==> src/rtl/page_write_buffer.sv <==
module page_write_buffer #(
  parameter int ADDR_W     = 9,
  parameter int PAGE_BYTES = 16,
  parameter int WRITE_WAIT = 40
) (
  input  logic              clk,
  input  logic              rst_n,
  input  logic              frame_start,
  input  logic [ADDR_W-1:0] start_addr,
  input  logic              byte_valid,
  input  logic [7:0]        byte_data,
  input  logic              cs_rise,
  input  logic              on_boundary,
  input  logic              wel,
  input  logic              region_ok,
  output logic              arr_we,
  output logic [ADDR_W-1:0] arr_addr,
  output logic [7:0]        arr_data,
  output logic              busy,
  output logic              done
);
  localparam int PW = $clog2(PAGE_BYTES);
  localparam int CW = $clog2(WRITE_WAIT + 1);

  typedef enum logic [1:0] {S_IDLE, S_SCAN, S_WAIT} st_t;

  st_t                  state_q;
  logic [7:0]           page_q [PAGE_BYTES];
  logic [PAGE_BYTES-1:0] mask_q;
  logic [PW-1:0]        ptr_q;
  logic [PW-1:0]        idx_q;
  logic [ADDR_W-PW-1:0] base_q;
  logic                 open_q;
  logic [CW-1:0]        cnt_q;
  logic                 done_q;

  wire idle  = (state_q == S_IDLE);
  wire take  = idle && open_q && byte_valid && !frame_start && !cs_rise;
  wire go    = idle && cs_rise && open_q && on_boundary && wel && region_ok && (|mask_q);

  assign busy     = !idle;
  assign done     = done_q;
  assign arr_we   = (state_q == S_SCAN) && mask_q[idx_q];
  assign arr_addr = {base_q, idx_q};
  assign arr_data = page_q[idx_q];

  always_ff @(posedge clk) begin
    if (take) page_q[ptr_q] <= byte_data;
  end

  always_ff @(posedge clk or negedge rst_n) begin
    if (!rst_n) begin
      state_q <= S_IDLE;
      mask_q  <= '0;
      ptr_q   <= '0;
      idx_q   <= '0;
      base_q  <= '0;
      open_q  <= 1'b0;
      cnt_q   <= '0;
      done_q  <= 1'b0;
    end else begin
      done_q <= 1'b0;
      case (state_q)
        S_IDLE: begin
          if (frame_start) begin
            open_q <= 1'b1;
            mask_q <= '0;
            ptr_q  <= start_addr[PW-1:0];
            base_q <= start_addr[ADDR_W-1:PW];
          end else if (cs_rise) begin
            open_q <= 1'b0;
            if (go) begin
              state_q <= S_SCAN;
              idx_q   <= '0;
            end
          end else if (take) begin
            mask_q[ptr_q] <= 1'b1;
            ptr_q         <= ptr_q + 1'b1;
          end
        end
        S_SCAN: begin
          idx_q <= idx_q + 1'b1;
          if (idx_q == PW'(PAGE_BYTES - 1)) begin
            state_q <= S_WAIT;
            cnt_q   <= CW'(WRITE_WAIT - 1);
          end
        end
        default: begin
          if (cnt_q == '0) begin
            state_q <= S_IDLE;
            mask_q  <= '0;
            done_q  <= 1'b1;
          end else begin
            cnt_q <= cnt_q - 1'b1;
          end
        end
      endcase
    end
  end

  assert_start_boundary_R5: assert property (@(posedge clk) disable iff (!rst_n)
    $rose(busy) |-> $past(cs_rise && on_boundary));
  assert_start_gated_R6: assert property (@(posedge clk) disable iff (!rst_n)
    $rose(busy) |-> $past(wel && region_ok));
  assert_scan_order_R7: assert property (@(posedge clk) disable iff (!rst_n)
    (state_q == S_SCAN && $past(state_q == S_SCAN)) |-> idx_q == $past(idx_q) + 1'b1);
  assert_done_single_R8: assert property (@(posedge clk) disable iff (!rst_n)
    done |=> !done);
  assert_done_on_fall_R8: assert property (@(posedge clk) disable iff (!rst_n)
    $fell(busy) |-> done);
  assert_page_fixed_R2: assert property (@(posedge clk) disable iff (!rst_n)
    busy |=> $stable(base_q));
  assert_busy_ignores_R9: assert property (@(posedge clk) disable iff (!rst_n)
    (busy && $past(busy)) |-> !open_q);
endmodule

==> config.mk <==
export PLATFORM = sky130hd
export DESIGN_NAME = page_write_buffer
export DESIGN_NICKNAME = d
export VERILOG_FILES = /design/src/rtl/page_write_buffer.sv
export SDC_FILE = /design/constraint.sdc
export NUM_CORES = 1
export LEC_CHECK = 0
export ABC_AREA = 1
export BUFFER_PORTS_ARGS = -buffer_cell sky130_fd_sc_hd__buf_2
export CAP_MARGIN = 0
export CORE_AREA = 2 2 113 115
export DETAILED_ROUTE_END_ITERATION = 10
export DIE_AREA = 0 0 115 117
export PLACE_DENSITY_LB_ADDON = 0.25
export SETUP_SLACK_MARGIN = 0.4
export SLEW_MARGIN = 10
export SYNTH_ARGS = -nofsm -noshare
export SYNTH_HDL_FRONTEND = slang
export SYNTH_SLANG_ARGS = --single-unit
==> constraint.sdc <==
create_clock -name clk -period 2.7 [get_ports clk]
set_input_delay 0.27 -clock clk [delete_from_list [all_inputs] [get_ports clk]]
set_output_delay 0.27 -clock clk [all_outputs]
set_load 0.02 [all_outputs]
* Word level (Yosys, flattened, before mapping)
Memory sizes are Yosys's and may differ from the RTL's.
Index checks and enable logic that the tools add are counted.
** Cells by class
- Add/sub/neg operators :: 3
- $mul :: 0
- Div/mod/pow operators :: 0
- $lt $le $gt $ge :: 3
- Equal/unequal tests :: 10
- Shifts and indexed selects :: 0
- Multiplexer cells :: 31
- Bitwise gates (word level) :: 3
- Reductions and logical operators :: 31
** Operators with widths (count)
- 16-bit two-way mux :: 4
- 16-bit one-hot mux with 2 select lines :: 1
- 4-bit two-way mux :: 6
- 16-bit bitwise OR :: 1
- 16-bit OR reduction :: 1
- 1-bit logical AND :: 12
- 6-bit two-way mux :: 2
- 6-bit one-hot mux with 2 select lines :: 1
- 4-bit by 5-bit < comparator with 1-bit output (second input constant) :: 2
- 2-bit two-way mux :: 5
- 4-bit by 1-bit adder with 4-bit output (second input constant) :: 2
- 1-bit two-way mux :: 8
- 2-bit != test (second input constant) :: 4
- 4-bit one-hot mux with 2 select lines :: 1
- 4-bit AND reduction :: 2
- 2-bit nonzero test :: 4
- 6-bit logical NOT :: 1
- 3-bit AND reduction :: 2
- 6-bit by 1-bit subtractor with 6-bit output (second input constant) :: 1
- 5-bit AND reduction :: 1
- 1-bit binary-select mux with 4-bit select :: 1
- 1-bit demux with 4-bit select :: 1
- 4-bit equality test (second input constant) :: 1
- 4-bit by 1-bit greater-or-equal comparator with 1-bit output (second input constant) :: 1
- other kinds (11) :: 16
** Word-level totals
- Register bits :: 39
- Latch bits :: 0
- Memory bits (writable) :: 128
- Bits in read-only memories :: 0
- Input bits :: 25
- Output and inout port bits :: 20
- Word-level logic and storage cells :: 90
- Memories kept :: 1
** Memory list
- page_q :: words 16, width 8, read ports 1, clocked after Yosys merged registers in 0, wr ports 1, line 28 : logic [7:0] page_q [PAGE_BYTES];

* Longest topological paths before layout
Gate-level depths: netlist of the first run.
- Depth in word-level cells :: 11
- Mapped depth :: 9

* Worst setup path after synthesis of the first run
No wires, ideal clock.
- Kind :: reg2reg
- From :: register state_q[0]
- To :: memory page_q[4][0], enable pin
- Data arrival time :: 1.639 ns
- Slack :: 0.677 ns
- Cell stages (with the launch flop) :: 7
- Buffers on the path :: 1
- Cell sequence :: dfrtp_1 nor2_4 nand4_2 inv_2 nand2_2 buf_6 nor3_1
** Between the ends
- Word-level cells in the longest chain between the ends :: 7
** RTL lines
- from (decl) :: line 27 : st_t state_q;
- from (signal assigned) :: line 53 : state_q <= S_IDLE;
- from (signal assigned) :: line 73 : state_q <= S_SCAN;
- from (signal assigned) :: line 84 : state_q <= S_WAIT;
- 2-bit logical NOT :: line 37 : wire idle = (state_q == S_IDLE);
- 1-bit logical AND (4 in series) :: line 38 : wire take = idle && open_q && byte_valid && !frame_start && !cs_rise;
- 1-bit two-way mux :: line 48 : if (take) page_q[ptr_q] <= byte_data;
- 1-bit two-way mux (implied by the code) :: line 48
- to (decl) :: line 28
No other way between the ends.

* Final worst setup path of the first run
- From :: register idx_q[0]
- To :: output arr_data[2]
** Between the ends
- Word-level cells in the longest chain between the ends :: 1
** RTL lines
- from (decl) :: line 31 : logic [PW-1:0] idx_q;
- from (signal assigned) :: line 82 : idx_q <= idx_q + 1'b1;
- memory 16 x 8 bit
- to (decl) :: line 18 : output logic [7:0] arr_data,
No other way between the ends.

==> results of run 1 <==
[power by group through the flow]
stage          combinational [mW]  sequential [mW]  clock [mW]
2_1_floorplan                2.19             3.25           0
3_3_place_gp                 3.16             3.19           0
3_5_place_dp                 3.23             3.20           0
4_1_cts                      3.28             3.17        2.30
5_1_grt                      4.06             3.20        2.41
6_report                     3.75             3.18        2.29
[layout make-up]
type / count / area (um^2)
Inverter: 41 / 169
Clock buffer: 21 / 440
Clock inverter: 11 / 108
Timing Repair Buffer: 77 / 569
Fill cell: 920 / 3900
Tap cell: 150 / 188
Multi-Input combinational cell: 432 / 2110
Timing Repair inverter: 1 / 8.76
Sequential cell: 167 / 4820
[worst max-delay path, stage by stage, from the launching register on]
cell	delay (ns)
dfrtp_2	0.46
buf_6	0.18
clkbuf_16	0.22
o21ai_1	0.10
o211ai_1	0.25
nand2_1	0.10
nand2_1	0.09
buf_2	0.16
[how the worst max path moves through the flow]
| stage | to | cells after the start | start |
|---|---|---|---|
| final | arr_data[2] | 7 | idx_q[0] |
| after global routing | arr_data[5] | 9 | idx_q[0] |
| after CTS | arr_data[0] | 7 | idx_q[0] |
| after detailed placement | arr_data[0] | 6 | idx_q[0] |
| after global placement | arr_data[0] | 6 | idx_q[0] |
| after floorplan | page_q[4][0] | 6 | state_q[0] |
[synth_stat cells, drive strengths merged]
master,number,area share [%]
nor3,15,1.4
buf,22,1.7
a211oi,1,0.10
nand4,5,0.52
a21oi,40,2.8
dfrtp,39,14
clkbuf,9,0.47
xor2,1,0.12
nand2,144,7.8
nor2,85,4.6
a31oi,9,0.78
inv,41,2.1
ha,7,1.2
or2,1,0.087
mux2,5,0.78
a22oi,1,0.10
o22ai,14,1.2
edfxtp,128,53
o211ai,4,0.42
o21ai,58,4.0
nand3,42,2.9
[metal layers]
metal	share of wire [%]	track usage (%)
met1	39	33.1
met2	49	44.7
met3	8.0	5.87
met4	3.5	11.5
met5	0	0
[registers in the layout, indices dropped and copies added (netlist names)]
| signal | flops |
|---|---|
| open_q | 1 |
| base_q | 5 |
| mask_q | 16 |
| ptr_q | 4 |
| idx_q | 4 |
| done | 1 |
| page_q | 128 |
| state_q | 2 |
| cnt_q | 6 |
[stage by stage]
| step | total power [mW] | utilization [%] | instance area [um^2] | worst slack (ns) |
|---|---|---|---|---|
| 6_report | 9.22 | 68.3 | 8410 | 0.432 |
| 5_1_grt | 9.67 | 68.3 | 8410 | 0.339 |
| 4_1_cts | 8.74 | 66.7 | 8210 | 0.405 |
| 3_5_place_dp | 6.43 | 61.9 | 7620 | 0.563 |
| 3_3_place_gp | 6.35 | 61.9 | 7620 | 0.606 |
| 2_1_floorplan | 5.44 | - | 7210 | 0.677 |
[repair_timing]
| item | in CTS | in global routing |
|---|---|---|
| setup endpoints to repair | 9 | 9 |
| gates resized for setup | 9 | 22 |
| pin swaps | 0 | 4 |
| gates cloned | 0 | 5 |
| hold endpoints to repair | 39 | 0 |
| setup buffers | 0 | 6 |
| hold buffers | 1 | 0 |
[placed cells by master (no fill, tap or decap), types with 27 or more instances in the layout]
cell | Yosys | final
nand3_1 | 42 | 42
buf_2 | 18 | 43
edfxtp_1 | 128 | 128
nor2_1 | 83 | 83
inv_1 | 33 | 33
nand2_1 | 138 | 136
o21ai_0 | 35 | 27
a21oi_1 | 40 | 38
o21ai_1 | 23 | 27
dfrtp_1 | 39 | 37
[cells by family (layout without fill, tap and decap cells)]
logic type                 Yosys count  after routing  share of synthesized area [%]
AOI/OAI and AO/OA                  127            127                           9.43
xor gates and xnor gates             1              1                          0.122
adders and majority gates            7              7                           1.22
buffers and inverters               72            151                           4.32
DFF                                167            167                           66.9
muxes                                5              5                          0.781
and+or+nand+nor                    292            292                           17.3
==> qor.txt, run 1 <==
status -> finished clean
Max FO, Critical Path -> 19
layout overhead on the synthesized area -> 16.7%
switching share of power -> 39.7%
Worst Path Class, Setup -> reg2out
GP Congestion -> 0.958
RSZ-0062 raised after global routing -> true
Tcrit/Tclk final -> 84.0%
drt via density -> 5.96
# diodes -> 0
Yosys reg bits -> 167
hold endpoint -> base_q[4]
hold_ws -> 0.0691 ns
core box area -> 12300 um^2
Flop pwr share -> 34.5%
Yosys warnings -> 0
LEAKAGE -> 3.34 nW
CTS sink cnt -> 167
# rows -> 41
slew margin rel. -> 41.3%
Max Transition Viols Final -> 0
Hold Path Depth -> 2
PD cells -> 1100 nW/um^2
mapped cell area -> 7210 um^2
post-synth cell types -> 32
HP Class -> in2reg
worst skew pair latency -> 0.43 ns
final wirelength -> 18.3 mm
placed cells -> 856
peak supply drop -> 589 uV
Die ar. -> 13500 um^2
FMAX -> 441 MHz
count of final setup violators -> 0
DR WL/cell -> 20.3 um
Required @ worst endpoint -> 2.43 ns
root buffer cell -> clkbuf_16
Sum Neg Setup Slack -> 0 ns
post-route insts no fill -> 900
Fin Clk Skew -> 0.00766 ns
grt total ovfl -> 0
DRT iter0 DRCs -> 757
share of layout cells above drive strength 1 -> 18.7%
TritonRoute pass-1 iters -> 6
Max-Cap Viols -> 0
Reg-to-Reg End -> page_q[7][3]
antenna viol nets, final -> 0
Slew @ Worst Pin -> 0.881 ns
R2R cell count -> 5
HP Start -> start_addr[8]
clock slew at reported path FFs -> 0.06 ns
Buffers on Ports -> 44
Internal -> 5.56 mW
fin nets -> 769
dpl hpwl -> 11.0 mm
first-pass GRT wire length -> 26.0 mm
cell count after synthesis -> 671
total CTS buffers -> 17
post-synthesis sequential area ratio -> 66.9%
IO Pins -> 45
Final Hold Fails -> 0
die height -> 117 um
post-synthesis average cell area -> 10.7 um^2
clock power share -> 24.8%
WP data arrival -> 2.00 ns
Worst Setup Start Kind -> flop
clock tree from TritonCTS -> built
GRT Overall Usage -> 26.4%
register-to-register path setup slack -> 0.57 ns
Final Critical Period -> 2.27 ns
Die X -> 115 um
largest net degree at the start of global routing -> 79
remaining routing DRC violations -> 0
initial antenna violation count -> 0
Starting Density -> 58.5%
vias in the first global route -> 5010
r2r startpoint -> state_q[0]
Net Sw Power -> 3.66 mW
CTS H-tree depth -> 4
Post-Syn Nets -> 703
CTS Buffer Depth -> 2
combinational fraction of design power -> 40.7%
DR vias -> 5362
Crit. End Element -> output port
No activity file was read; power rests on OpenSTA's default activity.
==> inputs of run 2 (changes only) <==
--- a/config.mk
+++ b/config.mk
@@ -5,12 +5,12 @@
 export SDC_FILE = /design/constraint.sdc
 export NUM_CORES = 1
 export LEC_CHECK = 0
-export ABC_AREA = 1
+export ABC_AREA = 0
 export BUFFER_PORTS_ARGS = -buffer_cell sky130_fd_sc_hd__buf_2
 export CAP_MARGIN = 0
-export CORE_AREA = 2 2 113 115
+export CORE_AREA = 2 2 117 119
 export DETAILED_ROUTE_END_ITERATION = 10
-export DIE_AREA = 0 0 115 117
+export DIE_AREA = 0 0 119 121
 export PLACE_DENSITY_LB_ADDON = 0.25
 export SETUP_SLACK_MARGIN = 0.4
 export SLEW_MARGIN = 10
==> constraint.sdc (replaced) <==
create_clock -name clk -period 1.89 [get_ports clk]
set_input_delay 0.189 -clock clk [delete_from_list [all_inputs] [get_ports clk]]
set_output_delay 0.189 -clock clk [all_outputs]
set_load 0.02 [all_outputs]
==> run 2 against run 1 <==
Against the previous run: the flow now finishes with violations (negative setup slack); register-to-register slack worse by 0.68 ns; final cell count is 18% lower; clock power is 48% higher; critical path depth is 3 lower; sequential power is 25% higher; die area is 7.0% higher; power is 19% lower; count of clock-buffer cells in the layout is 2 lower; global-route usage is 3.6 points lower; cell area is 8.9% higher; largest cell class unchanged; highest routed layer unchanged.
==> qor.txt, run 2 <==
placed cells -> 687
Slowest-stage cell, CP -> dfrtp_4
IO Pins -> 45
fin nets -> 584
CP endpoint -> arr_we
combinational fraction of design power -> 1.5%
Required @ worst endpoint -> 1.70 ns
cells along the critical path -> mux4_2 > mux4_2 > and2_4 > buf_6
core box area -> 13100 um^2
root buffer cell -> clkbuf_16
Fin Clk Skew -> 0.00618 ns
DR WL/cell -> 21.0 um
GRT Overall Usage -> 22.8%
post-synth cell types -> 42
PD cells -> 813 nW/um^2
Worst Setup Start Kind -> flop
clock slew at reported path FFs -> 0.06 ns
Starting Density -> 53.4%
post-route insts no fill -> 741
post-synthesis sequential area ratio -> 69.0%
dpl hpwl -> 9.74 mm
Crit. End Element -> output port
total CTS buffers -> 17
TritonRoute pass-1 iters -> 5
Die X -> 119 um
Yosys reg bits -> 167
initial antenna violation count -> 0
most frequent cells in the layout -> 128 x edfxtp_1, 41 x buf_2, 32 x mux2i_1, 31 x dfrtp_1, 30 x buf_4
GP Congestion -> 0.848
CTS sink cnt -> 167
remaining routing DRC violations -> 0
largest registers -> page_q (128), mask_q (16), cnt_q (6)
power consumption -> 7.45 mW
switching share of power -> 20.1%
Final Util -> 70.0%
pre-CTS setup slack -> -0.462 ns
slew margin rel. -> 41.1%
cell count along the critical path -> 4
Tcrit/Tclk final -> 129%
Reg-to-Reg End -> cnt_q[4]
Internal -> 5.95 mW
Post-synth top cells -> 128 x edfxtp_1, 39 x dfrtp_1, 33 x mux2i_1
CTS Buffer Depth -> 2
DR vias -> 4382
first-pass GRT wire length -> 24.4 mm
post-synthesis average cell area -> 15.5 um^2
Post-Syn Nets -> 483
violated checks -> negative setup slack
count leader, synth -> edfxtp_1
vias in the first global route -> 4464
Buffers on Ports -> 44
PnR worst setup slack -> -0.539 ns
Max FO, Critical Path -> 7
CP Buf/Inv Count -> 1
mapped cell area -> 6980 um^2
count of final setup violators -> 13
WP data arrival -> 2.24 ns
Crit path top cell by count -> mux4_2
Final Critical Period -> 2.43 ns
# rows -> 42
Yosys top cell by area -> edfxtp_1
drt via density -> 5.91
clock tree from TritonCTS -> built
share of the synthesized area in the top cell type -> 55.1%
clock power share -> 45.4%
maximum cell stage delay along the critical path -> 0.53 ns
register-to-register path setup slack -> -0.11 ns
cell count after synthesis -> 451
R2R cell count -> 8
# diodes -> 0
peak supply drop -> 653 uV
share of layout cells above drive strength 1 -> 41.9%
Net Sw Power -> 1.50 mW
synth top area cells -> edfxtp_1 55%, dfrtp_1 14%, mux4_2 6.8%
Top Family by Delay on Critical Path -> multiplexers
worst skew pair latency -> 0.42 ns
RSZ-0062 raised after global routing -> true
Worst Path Class, Setup -> reg2out
DRT iter0 DRCs -> 427
antenna viol nets, final -> 0
final wirelength -> 15.6 mm
Slew @ Worst Pin -> 0.884 ns
Max Transition Viols Final -> 0
LEAKAGE -> 3.34 nW
FMAX -> 412 MHz
max reg flops -> 128
die height -> 121 um
layout overhead on the synthesized area -> 31.2%
Max-Cap Viols -> 0
post-synthesis async set-or-reset flop share -> 23.4%
Die ar. -> 14400 um^2
largest net degree at the start of global routing -> 40
status -> finished with violations
r2r startpoint -> idx_q[0]
CTS H-tree depth -> 4
crit path launch -> idx_q[0]
HP Class -> in2reg
predominant post-synthesis flop cell -> edfxtp_1
Reg with most FFs -> page_q
commonest non-fill, non-tap cell in the layout -> edfxtp_1
Final Hold Fails -> 0
number of synthesized flops with an enable pin -> 128
Flop pwr share -> 53.1%
grt total ovfl -> 0
Yosys warnings -> 0
-- run 2: cell types whose count changed in the layout (fill, tap and decap cells not counted), sizes merged, moves of 28 or more --
cell   before  now
nand2     144   23
nor2       85   24
o21ai      58   16
nand3      42    3
mux2i       0   33
a21oi      40   11
inv        41   13
-- run 2: how the worst min path moves through the flow --
stage,start,to,slack [ns],cells past startpoint
floorplan,rst_n,base_q[0],-0.11,0
global placement,rst_n,base_q[2],0.34,1
detailed placement,rst_n,base_q[2],0.36,1
CTS,start_addr[0],ptr_q[0],0.002,3
global route,start_addr[3],ptr_q[3],0.02,3
finish,start_addr[0],ptr_q[0],0.02,3
-- run 2: logic make-up after synthesis --
logic type,count (synthesis),synth area share (%)
and+or+nand+nor,98,7.01
muxes,60,12.5
adders and majority gates,7,1.25
AOI/OAI and AO/OA,84,8.15
DFF,167,69.0
buffers and inverters,35,2.08
-- run 2: worst reg2reg max path: stages (launching register included) --
cell,delay (ns)
dfrtp_4,0.56
buf_4,0.18
clkbuf_16,0.19
ha_2,0.21
a41oi_2,0.15
a31oi_2,0.07
buf_4,0.17
and4_1,0.20
o21a_1,0.16
-- run 2: final cells by class --
class	count	area [um^2]
Clock buffer	19	433
Clock inverter	13	146
Fill cell	839	3920
Sequential cell	167	4830
Multi-Input combinational cell	249	2540
Inverter	9	36.3
Timing Repair Buffer	108	950
Tap cell	176	220
-- run 2: through the flow --
stage	hold WS (ns)	cell area, um^2	setup TNS (ns)
2_1_floorplan	-0.107	7360	-0.709
3_3_place_gp	0.336	8020	-2.26
3_5_place_dp	0.359	8020	-3.33
4_1_cts	0.00234	8910	-4.56
5_1_grt	0.0205	9160	-5.76
6_report	0.0157	9160	-4.56
-- run 2: per-layer routing --
| metal | vias up | part of all wire [%] | GRT usage (%) |
|---|---|---|---|
| li1 | 2000 | - | - |
| met1 | 2194 | 44 | 32.1 |
| met2 | 156 | 49 | 35.1 |
| met3 | 32 | 5.6 | 5.59 |
| met4 | 0 | 2.0 | 8.33 |
| met5 | - | 0 | 0 |
-- run 2: timing repair --
item | CTS | global route
endpoints found under the hold margin | 45 | 0
resized for setup | 37 | 48
hold buffers | 7 | 0
buffers inserted | 6 | 5
cloned | 1 | 3
endpoints found under the setup margin | 168 | 172
pin swaps | 8 | 7
-- run 2: power groups by stage --
| stage | Sequential (mW) | Clock [mW] | Combinational [mW] |
|---|---|---|---|
| after floorplan | 4.03 | 0 | 0.0160 |
| after global placement | 4.03 | 0 | 0.0966 |
| after detailed placement | 4.03 | 0 | 0.104 |
| after CTS | 3.95 | 3.43 | 0.115 |
| after global routing | 3.95 | 3.56 | 0.127 |
| final | 3.96 | 3.38 | 0.113 |
==> inputs of run 3 (changes only) <==
==> constraint.sdc (replaced) <==
create_clock -name clk -period 1.94 [get_ports clk]
set_input_delay 0.194 -clock clk [delete_from_list [all_inputs] [get_ports clk]]
set_output_delay 0.194 -clock clk [all_outputs]
set_load 0.02 [all_outputs]
==> run 3 against run 2 <==
Against the previous run: global-route usage about the same; non-clock buffer count decreased by 3; wire length decreased by 0.22%; combinational power about the same; the run still ends with negative setup slack left; setup slack improved by 0.058 ns; clock power decreased by 6.2%; sequential share of layout area increased by 0.93 points; die area unchanged.
==> qor.txt, run 3 (synthesized netlist as in run 2, its figures left out) <==
Starting Density -> 53.4%
largest registers -> page_q (128), mask_q (16), cnt_q (6)
HP Class -> in2reg
remaining routing DRC violations -> 0
CTS Buffer Depth -> 2
status -> finished with violations
most frequent cells in the layout -> 128 x edfxtp_1, 42 x buf_2, 36 x dfrtp_1, 33 x mux2i_1, 26 x buf_4
initial antenna violation count -> 0
CTS H-tree depth -> 4
TritonRoute pass-1 iters -> 5
Buffers on Ports -> 44
share of layout cells above drive strength 1 -> 39.1%
RSZ-0062 raised after global routing -> true
clock slew at reported path FFs -> 0.06 ns
final wirelength -> 15.6 mm
Die ar. -> 14400 um^2
slew margin rel. -> 40.5%
core box area -> 13100 um^2
Crit path top cell by count -> mux4_2
grt total ovfl -> 0
dpl hpwl -> 10.1 mm
Die X -> 119 um
Crit. End Element -> output port
clock tree from TritonCTS -> built
Worst Path Class, Setup -> reg2out
IO Pins -> 45
violated checks -> negative setup slack
Hold Path Depth -> 4
pre-CTS setup slack -> -0.119 ns
R2R cell count -> 7
antenna viol nets, final -> 0
GRT Overall Usage -> 22.8%
maximum cell stage delay along the critical path -> 0.52 ns
CP endpoint -> arr_we
die height -> 121 um
largest net degree at the start of global routing -> 40
Final Critical Period -> 2.42 ns
r2r startpoint -> idx_q[0]
vias in the first global route -> 4385
commonest non-fill, non-tap cell in the layout -> edfxtp_1
Slowest-stage cell, CP -> dfrtp_4
root buffer cell -> clkbuf_16
peak supply drop -> 617 uV
count of final setup violators -> 9
cells along the critical path -> mux4_2 > mux4_2 > and2_4 > buf_6
Required @ worst endpoint -> 1.75 ns
Max FO, Critical Path -> 8
worst skew pair latency -> 0.44 ns
DR vias -> 4402
Worst Setup Start Kind -> flop
LEAKAGE -> 3.31 nW
Reg-to-Reg End -> cnt_q[4]
crit path launch -> idx_q[0]
max reg flops -> 128
# diodes -> 0
Fin Clk Skew -> 0.0118 ns
register-to-register path setup slack -> 0.05 ns
PD cells -> 794 nW/um^2
total CTS buffers -> 17
drt via density -> 5.96
Slew @ Worst Pin -> 0.892 ns
GP Congestion -> 0.857
first-pass GRT wire length -> 24.1 mm
WP data arrival -> 2.23 ns
DRT iter0 DRCs -> 351
layout overhead on the synthesized area -> 28.8%
Sum Neg Setup Slack -> -3.93 ns
Reg with most FFs -> page_q
Final Hold Fails -> 0
# rows -> 42
CTS sink cnt -> 167
FMAX -> 413 MHz
PnR worst setup slack -> -0.482 ns
Max Transition Viols Final -> 0
fin nets -> 581
DR WL/cell -> 21.1 um
Tcrit/Tclk final -> 125%
Fillers -> 857
Max-Cap Viols -> 0
## run 3: changes by cell type in the layout (fill, tap and decap cells not counted), sizes merged
cell	change
dlygate4sd3	+2
bufinv	-1
clkbuf	-2
buf	-5
clkinv	+2
bufbuf	+1
inv	+1
clkinvlp	-1
## run 3: per-layer routing
metal  vias to the layer above  GRT usage [%]  share of wire, %  wire length [um]
li1                       1993              -                 -                 -
met1                      2238           32.5                44              6890
met2                       153           35.0                49              7570
met3                        18           5.64               5.5               850
met4                         0           7.22               1.5               241
met5                         -              0                 0                 0
## run 3: area by class of cell
| type | instances | area, um^2 | area share (%) |
|---|---|---|---|
| Inverter | 9 | 36.3 | 0.404 |
| Clock buffer | 18 | 429 | 4.77 |
| Multi-Input combinational cell | 249 | 2480 | 27.6 |
| Sequential cell | 167 | 4830 | 53.7 |
| Timing Repair Buffer | 105 | 876 | 9.74 |
| Tap cell | 176 | 220 | 2.45 |
| Clock inverter | 14 | 124 | 1.38 |
## run 3: per-stage QoR
step | hold WS [ns] | power, mW | utilization (%) | instance area (um^2) | std cells
3_3_place_gp | 0.347 | 4.02 | 61.3 | 8020 | 690
6_report | 0.0542 | 7.14 | 68.7 | 8990 | 738
3_5_place_dp | 0.371 | 4.03 | 61.3 | 8020 | 690
2_1_floorplan | -0.102 | 3.95 | - | 7330 | 451
4_1_cts | 0.0388 | 7.18 | 67.9 | 8890 | 736
5_1_grt | 0.0696 | 7.35 | 68.7 | 8990 | 738
## run 3: worst min path at each step
| stage | startpoint | end | slack, ns |
|---|---|---|---|
| after floorplan | rst_n | base_q[0] | -0.10 |
| after global placement | rst_n | base_q[3] | 0.35 |
| after detailed placement | rst_n | base_q[3] | 0.37 |
| after CTS | cs_rise | open_q | 0.04 |
| after global routing | cs_rise | open_q | 0.07 |
| final | cs_rise | open_q | 0.05 |
## run 3: what timing repair did
action / 4_1_cts / 5_1_grt
pin swaps: 10 / 4
setup buffers: 4 / 1
hold endpoints to repair: 47 / 0
endpoints found under the setup margin: 168 / 168
hold buffers: 9 / 0
resized for setup: 41 / 25
gates cloned: 1 / 1
## run 3: worst max-delay path, delay by kind of cell, from the launching register on
kind / cells / cell delay, ns
multiplexers: 2 / 0.98
flip-flops: 1 / 0.52
AND/OR/NAND/NOR: 1 / 0.18
buffers and inverters: 1 / 0.12
## run 3: report_power, final
part | internal, mW | switching (mW)
combinational | 0.0347 | 0.0791
clock | 1.77 | 1.40
sequential | 3.85 | 0.000000000000000323
